`src/rtl/ctl_pkg.sv`:
```
package ctl_pkg;
  typedef enum logic [2:0] {
    ST_IDLE, ST_ADDR, ST_SUB, ST_DATA, ST_ACK, ST_SKIP
  } rx_state_t;

  // bits each register stores; unstored bits read as 0
  function automatic logic [7:0] keep_mask(input int idx);
    case (idx)
      0:       keep_mask = 8'hEF;
      2:       keep_mask = 8'h1F;
      default: keep_mask = 8'hFF;
    endcase
  endfunction
endpackage

```
`src/rtl/i2c_wr_rx.sv`:
```
module i2c_wr_rx
  import ctl_pkg::*;
#(
  parameter logic [6:0] DEV_ADDR = 7'h15,
  parameter int         AW       = 8
) (
  input  logic          clk,
  input  logic          rst_n,
  input  logic          scl_i,
  input  logic          sda_i,
  output logic          sda_oe,
  output logic          wr_en,
  output logic [AW-1:0] wr_addr,
  output logic [7:0]    wr_data
);
  localparam int CW = 4;
  localparam logic [CW-1:0] BITS = CW'(8);

  logic [1:0] scl_ff, sda_ff;
  logic       scl_d, sda_d;
  logic       scl_rise, scl_fall, start_c, stop_c;

  rx_state_t     st, st_n, kind, kind_n;
  logic [CW-1:0] cnt, cnt_n;
  logic [7:0]    sh, sh_n;
  logic [AW-1:0] ptr, ptr_n;
  logic          oe_n, wr_n;

  always_ff @(posedge clk or negedge rst_n) begin
    if (!rst_n) begin
      scl_ff <= 2'b11;
      sda_ff <= 2'b11;
      scl_d  <= 1'b1;
      sda_d  <= 1'b1;
    end else begin
      scl_ff <= {scl_ff[0], scl_i};
      sda_ff <= {sda_ff[0], sda_i};
      scl_d  <= scl_ff[1];
      sda_d  <= sda_ff[1];
    end
  end

  assign scl_rise = scl_ff[1] & ~scl_d;
  assign scl_fall = ~scl_ff[1] & scl_d;
  assign start_c  = scl_ff[1] & scl_d & sda_d & ~sda_ff[1];
  assign stop_c   = scl_ff[1] & scl_d & ~sda_d & sda_ff[1];

  always_comb begin
    st_n   = st;
    kind_n = kind;
    cnt_n  = cnt;
    sh_n   = sh;
    ptr_n  = ptr;
    oe_n   = sda_oe;
    wr_n   = 1'b0;
    if (wr_en) ptr_n = ptr + 1'b1;
    if (start_c) begin
      st_n  = ST_ADDR;
      cnt_n = '0;
      oe_n  = 1'b0;
    end else if (stop_c) begin
      st_n = ST_IDLE;
      oe_n = 1'b0;
    end else begin
      case (st)
        ST_ADDR, ST_SUB, ST_DATA: begin
          if (scl_rise && cnt < BITS) begin
            sh_n  = {sh[6:0], sda_ff[1]};
            cnt_n = cnt + 1'b1;
          end else if (scl_fall && cnt == BITS) begin
            if (st == ST_ADDR) begin
              if (sh == {DEV_ADDR, 1'b0}) begin
                st_n = ST_ACK; oe_n = 1'b1; kind_n = ST_SUB;
              end else begin
                st_n = ST_SKIP;
              end
            end else if (st == ST_SUB) begin
              ptr_n = AW'(sh);
              st_n = ST_ACK; oe_n = 1'b1; kind_n = ST_DATA;
            end else begin
              wr_n = 1'b1;
              st_n = ST_ACK; oe_n = 1'b1; kind_n = ST_DATA;
            end
          end
        end
        ST_ACK: begin
          if (scl_fall) begin
            oe_n  = 1'b0;
            st_n  = kind;
            cnt_n = '0;
          end
        end
        default: ;
      endcase
    end
  end

  always_ff @(posedge clk or negedge rst_n) begin
    if (!rst_n) begin
      st     <= ST_IDLE;
      kind   <= ST_SUB;
      cnt    <= '0;
      sh     <= '0;
      ptr    <= '0;
      sda_oe <= 1'b0;
      wr_en  <= 1'b0;
    end else begin
      st     <= st_n;
      kind   <= kind_n;
      cnt    <= cnt_n;
      sh     <= sh_n;
      ptr    <= ptr_n;
      sda_oe <= oe_n;
      wr_en  <= wr_n;
    end
  end

  assign wr_addr = ptr;
  assign wr_data = sh;


  skip_quiet_chk: assert property (@(posedge clk) disable iff (!rst_n)
    (st == ST_SKIP) |-> !sda_oe);

  data_ack_chk: assert property (@(posedge clk) disable iff (!rst_n)
    wr_en |-> sda_oe);

  ptr_inc_chk: assert property (@(posedge clk) disable iff (!rst_n)
    (wr_en && !start_c) |=> (ptr == $past(ptr) + 1'b1));
endmodule

```
`src/rtl/ctl_regs.sv`:
```
module ctl_regs
  import ctl_pkg::*;
#(
  parameter int NREG = 4,
  parameter int AW   = 8
) (
  input  logic                 clk,
  input  logic                 rst_n,
  input  logic                 wr_en,
  input  logic [AW-1:0]        wr_addr,
  input  logic [7:0]           wr_data,
  input  logic                 vsync_i,
  input  logic                 dreq_i,
  output logic [NREG-1:0][7:0] regs_o,
  output logic [1:0]           mode_o
);
  logic [1:0] vs_ff, dr_ff;
  logic       win;
  logic [1:0] mode_n;

  for (genvar g = 0; g < NREG; g++) begin : g_reg
    logic [7:0] nxt;
    always_comb begin
      nxt = regs_o[g];
      if (wr_en && wr_addr == AW'(g)) nxt = wr_data & keep_mask(g);
    end
    always_ff @(posedge clk or negedge rst_n) begin
      if (!rst_n) regs_o[g] <= '0;
      else        regs_o[g] <= nxt;
    end
  end

  assign win = vs_ff[1] & dr_ff[1];

  always_comb begin
    mode_n = mode_o;
    if (win) mode_n = regs_o[0][7:6];
  end

  always_ff @(posedge clk or negedge rst_n) begin
    if (!rst_n) begin
      vs_ff  <= '0;
      dr_ff  <= '0;
      mode_o <= '0;
    end else begin
      vs_ff  <= {vs_ff[0], vsync_i};
      dr_ff  <= {dr_ff[0], dreq_i};
      mode_o <= mode_n;
    end
  end


  mode_hold_chk: assert property (@(posedge clk) disable iff (!rst_n)
    !$stable(mode_o) |-> $past(win));

  hi_addr_chk: assert property (@(posedge clk) disable iff (!rst_n)
    (wr_en && wr_addr >= AW'(NREG)) |=> $stable(regs_o));
endmodule

```
`src/rtl/ctl_i2c_regbank.sv`:
```
module ctl_i2c_regbank
  import ctl_pkg::*;
#(
  parameter logic [6:0] DEV_ADDR = 7'h15,
  parameter int         NREG     = 4
) (
  input  logic       clk,
  input  logic       rst_n,
  input  logic       scl_i,
  input  logic       sda_i,
  output logic       sda_oe,
  input  logic       vsync_i,
  input  logic       dreq_i,
  output logic [1:0] mode_o,
  output logic       frame_narrow_o,
  output logic       split_o,
  output logic       vcr_o,
  output logic       nr_en_o,
  output logic       wide8_o,
  output logic [2:0] frame_luma_o,
  output logic [4:0] thr_lo_o,
  output logic [4:0] thr_hi_o,
  output logic       cls_force_o,
  output logic [1:0] cls_o,
  output logic       coef_force_o,
  output logic [3:0] coef_o
);
  localparam int AW = 8;

  logic                 wr_en;
  logic [AW-1:0]        wr_addr;
  logic [7:0]           wr_data;
  logic [NREG-1:0][7:0] regs;

  i2c_wr_rx #(.DEV_ADDR(DEV_ADDR), .AW(AW)) u_rx (
    .clk, .rst_n, .scl_i, .sda_i, .sda_oe,
    .wr_en, .wr_addr, .wr_data
  );

  ctl_regs #(.NREG(NREG), .AW(AW)) u_regs (
    .clk, .rst_n, .wr_en, .wr_addr, .wr_data,
    .vsync_i, .dreq_i, .regs_o(regs), .mode_o
  );

  assign frame_narrow_o = regs[0][5];
  assign split_o        = regs[0][3];
  assign vcr_o          = regs[0][2];
  assign nr_en_o        = regs[0][1];
  assign wide8_o        = regs[0][0];
  assign frame_luma_o   = regs[1][7:5];
  assign thr_lo_o       = regs[1][4:0];
  assign thr_hi_o       = regs[2][4:0];
  assign cls_force_o    = regs[3][7];
  assign cls_o          = regs[3][6:5];
  assign coef_force_o   = regs[3][4];
  assign coef_o         = regs[3][3:0];
endmodule

```
`config.mk`:
```
export PLATFORM = sky130hd
export DESIGN_NAME = ctl_i2c_regbank
export DESIGN_NICKNAME = d
export VERILOG_FILES = /design/src/rtl/ctl_pkg.sv /design/src/rtl/i2c_wr_rx.sv /design/src/rtl/ctl_regs.sv /design/src/rtl/ctl_i2c_regbank.sv
export SDC_FILE = /design/constraint.sdc
export NUM_CORES = 1
export LEC_CHECK = 0
export BUFFER_PORTS_ARGS = -buffer_cell sky130_fd_sc_hd__buf_2
export CAP_MARGIN = 20
export CELL_PAD_IN_SITES_DETAIL_PLACEMENT = 2
export CELL_PAD_IN_SITES_GLOBAL_PLACEMENT = 2
export CORE_MARGIN = 4
export CORE_UTILIZATION = 40
export DETAILED_ROUTE_END_ITERATION = 8
export HOLD_SLACK_MARGIN = 0.06
export PLACE_DENSITY = 0.88
export SLEW_MARGIN = 40
export SYNTH_ARGS = -nofsm -noshare
export SYNTH_HDL_FRONTEND = slang
export SYNTH_HIERARCHICAL = 1
export SYNTH_SLANG_ARGS = --single-unit
export TNS_END_PERCENT = 30
```
`constraint.sdc`:
```
create_clock -name clk -period 2.1 [get_ports clk]
set_input_delay 0.42 -clock clk [delete_from_list [all_inputs] [get_ports clk]]
set_output_delay 0.42 -clock clk [all_outputs]
set_load 0.01 [all_outputs]
```
Word level (Yosys, flattened, before mapping):

Cells that the tools add are included.

* $add $sub $neg: 2
* order comparisons: 1
* eq/ne operators: 17
* muxes and demuxes: 38
* bitwise gates (word level): 15
* reductions and logical operators: 15

Operator list (count)
* 8-bit 2-to-1 mux: 8
* 3-bit 2-to-1 mux: 7
* 8-bit by 2-bit equality test with 1-bit output, second input constant: 2
* 1-bit 2-to-1 mux: 16
* 4-bit 2-to-1 mux: 4
* 4-bit AND reduction: 3
* 8-bit by 1-bit adder with 8-bit output, second input constant: 1
* 1-bit AND: 8
* 8-bit by 1-bit equality test with 1-bit output, second input constant: 1
* 8-bit by 6-bit equality test with 1-bit output, second input constant: 1
* 8-bit zero test: 1
* 4-bit by 1-bit inequality test with 1-bit output, second input constant: 2
* 4-bit one-hot mux with 2 select lines: 1
* 1-bit inverter: 7
* 3-bit by 2-bit equality test with 1-bit output, second input constant: 2
* 1-bit logical AND: 6
* 3-bit by 1-bit inequality test with 1-bit output, second input constant: 2
* 3-bit one-hot mux with 2 select lines: 1
* 6-bit AND reduction: 1
* 5-bit by 3-bit inequality test with 1-bit output, second input constant: 1
* 5-bit AND reduction: 1
* 4-bit by 1-bit adder with 4-bit output, second input constant: 1
* 4-bit equality test, second input constant: 1
* 4-bit < comparator, second input constant: 1
* other kinds (9): 9

* bits in registers: 68
* input bits: 6
* logic and storage cells: 106

Logic depth before layout (Yosys ltp):

* word-level depth: 9
* depth in mapped cells: 7

By module:

The synthesis kept the hierarchy.

Modules (own cells, without submodules)
* i2c_wr_rx: times used 1, cells an instance 136, area an instance 1566.5 sq um, seq. area each 808.3 sq um
* ctl_regs: times used 1, cells an instance 78, area an instance 1313.8 sq um, seq. area each 850.8 sq um

Worst setup path after synthesis:

No wires, ideal clock.

* path type: reg-to-reg
* start: reg u_rx.st[1]
* end: reg u_rx.st[0]
* library setup time: 0.125 ns
* arrival time: 1.549 ns
* required time: 1.975 ns
* setup slack: 0.426 ns
* cell stages (with the launch flop): 7
* cells stage by stage: dfrtp_1 buf_6 or2_1 buf_6 and2_4 o311ai_4 mux2_4

* word-level cells in the longest chain between the ends: 7

Ends and longest elaborated chain
* from (decl): RTL line i2c_wr_rx.sv:23 `rx_state_t st, st_n, kind, kind_n;`
* from (signal assigned): RTL line i2c_wr_rx.sv:108 `st <= st_n;`
* 3-bit by 1-bit equality test with 1-bit output: RTL line i2c_wr_rx.sv:65, i2c_wr_rx.sv:71
* 1-bit 2-to-1 mux: RTL line i2c_wr_rx.sv:71 `if (st == ST_ADDR) begin`
* 3-bit 2-to-1 mux: RTL line i2c_wr_rx.sv:70 `end else if (scl_fall && cnt == BITS) begin`
* 3-bit 2-to-1 mux: RTL line i2c_wr_rx.sv:67 `if (scl_rise && cnt < BITS) begin`
* 3-bit one-hot mux with 2 select lines: RTL line i2c_wr_rx.sv:65 `case (st)`
* 3-bit 2-to-1 mux: RTL line i2c_wr_rx.sv:61 `end else if (stop_c) begin`
* 3-bit 2-to-1 mux: RTL line i2c_wr_rx.sv:57 `if (start_c) begin`

Several ways; a longest one is shown, not always the timed one. The select of a mux whose other input is x is not followed.
A chain may end at the register's enable or synchronous reset.

Worst setup path in the final report:

* start: reg u_rx.cnt[0]
* end: reg u_rx.st[0]

* word-level cells in the longest chain between the ends: 4

Ends and longest elaborated chain
* from (decl): RTL line i2c_wr_rx.sv:24 `logic [CW-1:0] cnt, cnt_n;`
* from (signal assigned): RTL line i2c_wr_rx.sv:110 `cnt <= cnt_n;`
* 4-bit < comparator / 4-bit equality test (equally long branches): RTL line i2c_wr_rx.sv:67, i2c_wr_rx.sv:70
* 1-bit logical AND (on tied branches): RTL line i2c_wr_rx.sv:67, i2c_wr_rx.sv:70
* 4-bit by 2-bit inequality test with 1-bit output (no source line) / 4-bit by 1-bit inequality test with 1-bit output (equally long branches)
* 4-bit AND reduction (no source line) (*)

Mark *: on every way between the ends. The rest lies on a longest branch, timed or not.

==> metrics.md <==
| Metric | Value |
|---|---|
| Post_cts resized | 0 |
| Required time of the critical path | 2310 ps |
| Core ar. | 6870 um2 |
| Antenna-violating nets left | 0 |
| WL/cell | 21.6 um |
| H-tree Lvls | 3 |
| Worst-Skew Late Latency | 340 ps |
| Least-Margin Pin Slew | 566 ps |
| Largest stage delay, worst path | slightly above 400 ps |
| Ant. Diodes | 0 |
| Post-CTS Hold Buffers | 0 |
| GRT busiest layer | met2 |
| Total power | ~0.0028 W |
| Cell Area, Synth | 2850 um2 |
| Largest net degree at the start of global routing | 67 |
| Power per Cell Area | 857 nW/um2 |
| Die width | a little over 90 um |
| Post-detail-place hpwl | roughly 5.3 mm |
| Drt initial violations | 45 |
| Critical Path AT | 2080 ps |
| Tmin final | around 1900 ps |
| CTS tree | done |
| GPL Wtd Cong | approximately 0.76 |
| Drt drc | 0 |
| CTS max path bufs | 2 |
| I/O Pins | 35 |
| Vias in the first global route | ~2.3k |
| Final max-slew violation count | 0 |
| Worst Reg-to-Reg Cells | 6 |
| Pleak | roughly 1.7 nW |
| Met1 Track Usage GR | 23.1% |
| F_max | 536 MHz |
| Net Count, Synth | 218 |
| Worst Clk Skew | 14.8 ps |
| Die Y | 92.4 um |
| Initial core utilization | 41.4% |
| RSZ-0062 raised after global routing | no |
| Synth-to-Final Area Change | 16.4% |
| Core Util, Final | 48.2% |
| CP max FO | 3 |
| NumNets Final | 261 |
| Crit path kind | reg -> reg |
| CTS sink count | 66 |
| First-pass GRT wire length | 12.7 mm |
| Setup tns final | 0 ps |
| Final Hold Violating Endpoints | 0 |
| Total number of yosys warnings | 6 |
| Mapped Avg Cell Area | 13.6 um2 |
| Root Buffer | clkbuf_8 |
| Num CTS Buffers | 9 |
| Slew margin rel. | 61.7% |
| Met3 Usage GRT | 3.57% |
| CP startpoint kind | flop |
| Post-CTS setup repair buffer count | 0 |
| Layout cell share with drive strength beyond 1 | roughly 43% |
| Clock Pin Slew Worst Setup and Hold Paths | about 80 ps |
| Worst-path cell chain | inv_1 > ha_1 > and4bb_2 > and2_4 > o311ai_4 > mux2_4 |
| Remaining global-route overflow | 0 |
| Peak supply drop | 447 uV |
| Drt total wl | 7.64 mm |
| Outcome | finished, final reports clean |
| Worst path slowest cell | dfrtp_1 |
| DR pass1 iterations | 4 |
| Setup violators final | 0 |
| Post-synthesis cell count | between 200 and 250 |
| Number of max-cap violations | 0 |
| Period utilization | 88.9% |
| Rows | 30 |
| Fill cells | 676 |
| Critical Path End Type | flop |
| Worst Hold Class | in -> async |
| M2 GR Usage | 35.3% |
| DIE AREA | roughly 8500 um2 |
| Initial antenna violation count | 0 |
| Avg Vias per Cell | approximately 5.4 |
| Vias | 1896 |
| Global Route Usage Sum | 19.8% |
| Port-buffer cells | 34 |
-- worst max-delay path: cells and delay by family, from the launching register on --
kind                     cells  cell delay (ps)
AO/OA/AOI/OAI                1              280
adder cells (fa/ha/maj)      1              210
buffers and inverters        1              110
flip-flops                   1              410
multiplexers                 1              330
AND/OR/NAND/NOR              2              400
-- registers in the layout (all words and copies together) (netlist names) --
| register | cells |
|---|---|
| u_rx/sda_d | 1 |
| u_rx/scl_d | 1 |
| u_rx/kind | 1 |
| u_regs/mode_o | 2 |
| u_rx/wr_data | 8 |
| u_rx/cnt | 4 |
| u_rx/sda_oe | 1 |
| u_regs/regs_o | 28 |
| u_rx/st | 3 |
| u_rx/wr_en | 1 |
| u_regs/vs_ff | 2 |
| u_rx/wr_addr | 8 |
| u_regs/dr_ff | 2 |
| u_rx/sda_ff | 2 |
| u_rx/scl_ff | 2 |
-- routing by layer --
metal	share of wire, %	vias up
met5	0	-
met4	2.5	0
met3	2.4	12
met2	54	32
met1	41	1014
li1	-	838
-- where the power goes --
| part | switching [W] | total [W] | internal (W) |
|---|---|---|---|
| registers | 0.000178 | 0.00154 | 0.00136 |
| clock network | 0.000472 | 0.000997 | 0.000525 |
| logic | 0.000168 | 0.000301 | 0.000133 |
-- stage by stage --
stage / instances / hold slack [ps] / cell area (um2) / setup WS, ps
final: 353 / 82.8 / 3310 / 234
after global routing: 353 / 93.7 / 3310 / 144
after CTS: 353 / 89.6 / 3310 / 211
after detailed placement: 337 / 346 / 3130 / 260
after global placement: 337 / 335 / 3130 / 397
after floorplan: 209 / 124 / 2850 / 426
-- cell type report --
| class | instances | area, um2 | area share (%) |
|---|---|---|---|
| well taps | 96 | 120 | 3.63 |
| flip-flops and latches | 66 | 1660 | 50.1 |
| multi-input cells | 133 | 1120 | 34.0 |
| clock inverters | 2 | 12.5 | 0.378 |
| clock buffers | 14 | 173 | 5.21 |
| inverters | 5 | 18.8 | 0.566 |
| repair buffers | 37 | 205 | 6.19 |
-- final timing paths --
path / to / slack (ps) / from
max in group asynchronous: u_rx/sda_d / 1680 / rst_n
min reg2reg: u_regs/vs_ff[1] / 360 / u_regs/vs_ff[0]
min: u_regs/dr_ff[0] / 80 / rst_n
max reg2reg: u_rx/st[0] / 230 / u_rx/cnt[0]
min in group clk: u_rx/scl_ff[0] / 170 / scl_i
max: u_rx/st[0] / 230 / u_rx/cnt[0]
-- cell usage in the layout, fill, tap and decap left out, drive strengths merged, types with 4 or more instances in the layout --
| master | count |
|---|---|
| mux2 | 39 |
| o21ai | 4 |
| clkbuf | 14 |
| nor2 | 13 |
| dfrtp | 60 |
| buf | 37 |
| xnor2 | 5 |
| a21oi | 9 |
| nand2 | 10 |
| nor3 | 5 |
| inv | 5 |
| dfstp | 6 |
| nand4 | 5 |
| nand3 | 5 |
Power figures use the tool's default switching activity.
